### src/rtl/wes_pkg.sv
package wes_pkg;

   localparam int FIELD_W = 8;

   // positions inside the field (LSB-relative); bit 0 must stay the PME status
   localparam int POS_LINK   = 7;
   localparam int POS_FRAME  = 6;
   localparam int POS_FILTER = 5;
   localparam int POS_RSVD   = 4;
   localparam int POS_MGMT   = 3;
   localparam int POS_FORCE  = 2;
   localparam int POS_BUSY   = 1;
   localparam int POS_PME    = 0;

   typedef enum logic [1:0] {
      KIND_STICKY = 2'd0,
      KIND_ZERO   = 2'd1,
      KIND_LEVEL  = 2'd2
   } bit_kind_e;

   function automatic bit_kind_e kind_of(input int pos);
      if (pos == POS_RSVD)      return KIND_ZERO;
      else if (pos == POS_MGMT) return KIND_LEVEL;
      else                      return KIND_STICKY;
   endfunction

endpackage

### src/rtl/wes_sticky_cell.sv
module wes_sticky_cell #(
   parameter bit SET_WINS = 1'b1
) (
   input  logic clk,
   input  logic rst_n,
   input  logic set_i,
   input  logic clr_i,
   output logic q_o
);
   logic q_d;

   generate
      if (SET_WINS) begin : g_set_prio
         always_comb q_d = set_i | (q_o & ~clr_i);
      end else begin : g_clr_prio
         always_comb q_d = (set_i | q_o) & ~clr_i;
      end
   endgenerate

   always_ff @(posedge clk) begin
      if (!rst_n) q_o <= 1'b0;
      else        q_o <= q_d;
   end
endmodule

### src/rtl/wes_pme_ctrl.sv
module wes_pme_ctrl #(
   parameter bit GATE_GW_CLR = 1'b1
) (
   input  logic clk,
   input  logic rst_n,
   input  logic stat_i,
   input  logic pme_en_i,
   input  logic stat_clr_i,
   input  logic wake_evt_i,
   input  logic cardbus_i,
   output logic pme_o,
   output logic gen_wake_o
);
   logic gw_clr;

   generate
      if (GATE_GW_CLR) begin : g_gated
         assign gw_clr = stat_clr_i & cardbus_i;
      end else begin : g_always
         logic unused_cb;
         assign unused_cb = cardbus_i;
         assign gw_clr    = stat_clr_i;
      end
   endgenerate

   wes_sticky_cell #(.SET_WINS(1'b1)) u_gw (
      .clk  (clk),
      .rst_n(rst_n),
      .set_i(wake_evt_i),
      .clr_i(gw_clr),
      .q_o  (gen_wake_o)
   );

   always_ff @(posedge clk) begin
      if (!rst_n) pme_o <= 1'b0;
      else        pme_o <= stat_i & pme_en_i;
   end
endmodule

### src/rtl/wake_evt_status.sv
module wake_evt_status
   import wes_pkg::*;
#(
   parameter int REG_W       = 32,
   parameter int FIELD_LSB   = 24,
   parameter bit GATE_GW_CLR = 1'b1
) (
   input  logic             clk,
   input  logic             rst_n,
   input  logic             wr_en_i,
   input  logic [REG_W-1:0] wr_data_i,
   output logic [REG_W-1:0] rd_data_o,
   input  logic             link_chg_i,
   input  logic             wake_frame_i,
   input  logic             filter_hit_i,
   input  logic             force_ind_i,
   input  logic             mgmt_busy_i,
   input  logic             wake_evt_i,
   input  logic             mgmt_mode_i,
   input  logic             pme_en_i,
   input  logic             cardbus_i,
   output logic             pme_stat_o,
   output logic             pme_o,
   output logic             gen_wake_o
);
   localparam int FIELD_MSB = FIELD_LSB + FIELD_W - 1;

   generate
      if (FIELD_MSB >= REG_W || FIELD_LSB < 0) begin : g_bad_cfg
         $error("wake_evt_status: field does not fit in register");
      end
   endgenerate

   logic [FIELD_W-1:0] set_vec;
   logic [FIELD_W-1:0] clr_vec;
   logic [FIELD_W-1:0] fld;

   always_comb begin
      set_vec              = '0;
      set_vec[POS_LINK]    = link_chg_i;
      set_vec[POS_FRAME]   = wake_frame_i;
      set_vec[POS_FILTER]  = filter_hit_i;
      set_vec[POS_FORCE]   = force_ind_i;
      set_vec[POS_BUSY]    = mgmt_busy_i;
      set_vec[POS_PME]     = wake_evt_i;
   end

   assign clr_vec = wr_en_i ? wr_data_i[FIELD_MSB:FIELD_LSB] : '0;

   generate
      for (genvar k = 0; k < FIELD_W; k++) begin : g_bit
         if (kind_of(k) == KIND_STICKY) begin : g_sticky
            wes_sticky_cell #(.SET_WINS(1'b1)) u_cell (
               .clk  (clk),
               .rst_n(rst_n),
               .set_i(set_vec[k]),
               .clr_i(clr_vec[k]),
               .q_o  (fld[k])
            );
         end else if (kind_of(k) == KIND_LEVEL) begin : g_level
            assign fld[k] = mgmt_mode_i;
         end else begin : g_zero
            assign fld[k] = 1'b0;
         end
      end
   endgenerate

   always_comb begin
      rd_data_o                      = '0;
      rd_data_o[FIELD_MSB:FIELD_LSB] = fld;
   end

   assign pme_stat_o = fld[POS_PME];

   wes_pme_ctrl #(.GATE_GW_CLR(GATE_GW_CLR)) u_pme (
      .clk       (clk),
      .rst_n     (rst_n),
      .stat_i    (fld[POS_PME]),
      .pme_en_i  (pme_en_i),
      .stat_clr_i(clr_vec[POS_PME]),
      .wake_evt_i(wake_evt_i),
      .cardbus_i (cardbus_i),
      .pme_o     (pme_o),
      .gen_wake_o(gen_wake_o)
   );
endmodule

### config.mk
export PLATFORM = sky130hd
export DESIGN_NAME = wake_evt_status
export DESIGN_NICKNAME = d
export VERILOG_FILES = /design/src/rtl/wes_pkg.sv /design/src/rtl/wes_sticky_cell.sv /design/src/rtl/wes_pme_ctrl.sv /design/src/rtl/wake_evt_status.sv
export SDC_FILE = /design/constraint.sdc
export NUM_CORES = 1
export LEC_CHECK = 0
export BUFFER_PORTS_ARGS = -buffer_cell sky130_fd_sc_hd__buf_2
export CAP_MARGIN = 20
export CORE_UTILIZATION = 28
export DETAILED_ROUTE_END_ITERATION = 16
export GPL_ROUTABILITY_DRIVEN = 0
export MAX_ROUTING_LAYER = met4
export PLACE_DENSITY = 0.79
export SYNTH_ARGS = -nofsm -noshare
export SYNTH_HDL_FRONTEND = slang
export SYNTH_SLANG_ARGS = --single-unit
### constraint.sdc
create_clock -name clk -period 1.1 [get_ports clk]
set_clock_uncertainty 0.05 [all_clocks]
set_input_delay 0.275 -clock clk [delete_from_list [all_inputs] [get_ports clk]]
set_output_delay 0.275 -clock clk [all_outputs]
set_load 0.01 [all_outputs]
# Yosys cells after proc, flatten, opt, wreduce, memory -nomap -nowiden
# Cells that the tools add are included.
[totals]
register_bits = 8
inputBits = 44
output_inout_bits = 35
[op_classes]
n_mux = 1
n_bitwise = 23
[op_table]
columns = ["cell", "count"]
rows = [
  ["bitwise AND 1 bit", 9],
  ["2-to-1 mux 8 bit", 1],
  ["NOT 1 bit", 7],
  ["bitwise OR 1 bit", 7],
]

# Depth between registers and ports, before layout
[logic_depth]
depth_word = 5
ltp_mapped = 2

# Hierarchy
# A second synthesis with hierarchy kept.
[unflattened]
hier_cells = 58
hier_area_um2 = 565.5
[modules_own_cells]
columns = ["module", "instances", "cells_per_inst", "area_per_inst_um2"]
rows = [
  ["wes_sticky_cell", 7, 3, 41.3],
  ["wake_evt_status", 1, 34, 244.0],
  ["wes_pme_ctrl", 1, 3, 32.5],
]

# Worst setup path before layout
# Ideal clock, no wire load.
[synth_timing]
path_kind = "register to output"
startpoint = "register g_bit[0].g_sticky.u_cell.q_o"
endpoint = "output port rd_data_o[24]"
t_arrival_ns = 0.513
required_ns = 0.775
slack_ns = 0.262
stages_incl_launch_ff = 2
n_path_buf = 1
cell_sequence = "dfxtp_1 buf_4"
[synth_lines]
columns = ["element", "line", "rtl"]
rows = [
  ["from (decl)", "wes_sticky_cell.sv:8", "output logic q_o"],
  ["from (signal assigned)", "wes_sticky_cell.sv:22", "else q_o <= q_d;"],
  ["to (decl)", "wake_evt_status.sv:12", "output logic [REG_W-1:0] rd_data_o,"],
]
# No word-level cell between the ends.

# Worst setup path in the final report
[layout_timing]
startpoint = "register g_bit[0].g_sticky.u_cell.q_o"
endpoint = "output port rd_data_o[24]"
# No word-level cell between the ends.

==> results.yml <==
outcome:
  status: "complete, no violations"
synth:
  synth_cell_types: 11
  syn-instance-count: 62
  ys_seq_area_frac: 0.306
  syn_avg_cell_area_um2: 8.44
  synth-compound-area-share: 0.170
  ys_seq_elements: 8
  synthAdderAreaFrac: 0
  syn-cell-area_um2: 523
  yosys-mux-area-fraction: 0
  synth_top_family_by_area: "buffers and inverters"
  yosys_warnings: 0
  synth_xor_area_frac: 0
  synth_simple_gate_area_share: 0.0144
detailed_routing:
  via_per_inst: 3.50
  drc: 0
  vias: 375
  wl_met1_um: 321
  dr.pass1.iters: 3
  wl_um: 886
  dr.first_iter.drc_count: 2
  dr.max_layer_used: "met3"
  avgRoutedWirePerCell_um: 8.28
  ant_nets: 0
  route.met2.wl_um: 482
  route.met3.wl_um: 82
timing:
  setup_slack_ns: 0.0633
  slew_viol_final: 0
  final.setup.tns_ns: 0
  hold_violations: 0
  final-setup-viol-count: 0
  rsz0062_at_grt: "no"
  period_share: 0.942
  clock.fmax_mhz: 965
  period_needed_ns: 1.04
pwr:
  ir_drop_mv: 0.443
  total_power_mw: 0.676
  p_sw_frac: 0.282
  pwr-share-seq: 0.473
  clkPwrFrac: 0.322
  switchingPower_mw: 0.191
  pwr_density_cell_mw_per_mm2: 1220
  p_int_mw: 0.486
  p_comb_frac: 0.204
  p_leak_nw: 0.326
place:
  pre_cts_ws_ns: 0.236
  place_inst: 104
  dp_hpwl_um: 746
  io_buffers: 25
clocking:
  tritoncts: "built"
  insertion_delay_ns: 0.25
  cts.sinks: 8
  post_cts_resized: 0
  clock_tree.root_cell: "clkbuf_4"
  cts.reportedPaths.clkPinSlew_ns: 0.06
  hold_buffers: 0
  cts_buffers: 3
  cts_setup_buffers: 0
  cts_buffer_depth: 2
  htree_levels: 1
worst_setup_path:
  crit_arrival_ns: 0.71
  cp_slowest_cell: "dfxtp_2"
  cp.required_ns: 0.77
  critical_path.max_stage_delay_ns: 0.33
  endpoint_kind: "output pin"
  path_max_fanout: 4
  worstPathCellList: "buf_2"
  start_kind: "register"
  path_class: "register to output pin"
  critPathBufInv: 1
  crit_family: "flip-flops"
global_routing:
  overflow: 0
  antenna_found_initial: 0
  grt_pass1_wl_mm: 1.31
  grt_usage: 0.0981
  grt_pass1_vias: 321
  grt_max_degree: 9
die:
  num_rows: 15
  die_h_um: 45.2
  io_pins: 79
  core-area_mm2: 0.00175
  fp.dieW_um: 45.2
  initial_core_util: 0.300
  die_area_mm2: 0.00204
finish:
  num-fill-cells: 204
  seq_area_um2: 161
  antenna_cells: 0
  final_util: 0.317
  layout.nets: 128
  area_growth_syn_to_layout_pct: 5.74
  drive_above_1_share: 0.378
  layoutNonFillerInstCount: 107
  multi_input_area_um2: 190
run:
  cap_violations: 0
hold_path:
  hold_class: "input port to register"
## state kept, by name (all words and copies together) (netlist names)
| signal | flops |
|---|---|
| g_bit.g_sticky.u_cell.q_o | 6 |
| u_pme.u_gw.q_o | 1 |
| u_pme.pme_o | 1 |
## cell type report
type,count,area share
multi-input combinational,40,0.344
sequential,8,0.292
timing repair buffer,25,0.226
tap,25,0.0566
clock buffer,3,0.0407
inverter,6,0.0407
## worst paths after layout
| kind | startpoint | end | slack [ns] | depth (start not counted) |
|---|---|---|---|---|
| worst max register to register | g_bit[0].g_sticky.u_cell.q_o | g_bit[0].g_sticky.u_cell.q_o | 0.32 | 2 |
| worst min-delay path | wr_data_i[29] | g_bit[5].g_sticky.u_cell.q_o | 0.15 | 2 |
| worst max-delay path | g_bit[0].g_sticky.u_cell.q_o | rd_data_o[24] | 0.06 | 1 |
| worst min register to register | g_bit[0].g_sticky.u_cell.q_o | u_pme.pme_o | 0.48 | 1 |
## placed cells by master (no fill, tap or decap), types with 3 or more instances in the layout
cell type	n
conb_1	25
buf_2	25
dfxtp_1	7
inv_1	6
o21ai_0	5
a31oi_1	5
clkbuf_4	3
## logic make-up (layout without fill, tap and decap cells)
| logic type | count (synthesis) | count (layout) |
|---|---|---|
| and+or+nand+nor | 1 | 1 |
| DFF | 8 | 8 |
| other | 1 | 25 |
| buffers and inverters | 38 | 34 |
| AOI/OAI and AO/OA | 14 | 14 |
## metal layers
metal	global-route usage	vias to the layer above
li1	-	185
met1	0.107	166
met2	0.151	24
met3	0.0400	0
met4	0.0545	0
met5	-	-
## per-stage QoR
stage,hold WS (ns),cell area (µm²)
2_1_floorplan,0.325,613
3_3_place_gp,0.411,529
3_5_place_dp,0.417,529
4_1_cts,0.149,552
5_1_grt,0.156,553
6_report,0.155,553
## synthesized netlist by cell type (all sizes together)
library cell / number / share of area
o21ai: 6 / 0.057
a21boi: 1 / 0.022
o21a: 1 / 0.014
a31oi: 5 / 0.060
dfxtp: 8 / 0.31
a41oi: 1 / 0.017
and3: 1 / 0.014
conb: 1 / 0.0072
buf: 32 / 0.46
inv: 6 / 0.043
## power groups by stage
stage                     combinational (mW)  clock [mW]  sequential [mW]
after floorplan                        0.162           0            0.328
after global placement                 0.134           0            0.325
after detailed placement               0.138           0            0.326
after CTS                              0.139       0.231            0.320
after global routing                   0.157       0.239            0.323
final                                  0.138       0.218            0.320
(Power assumes the default switching activity.)
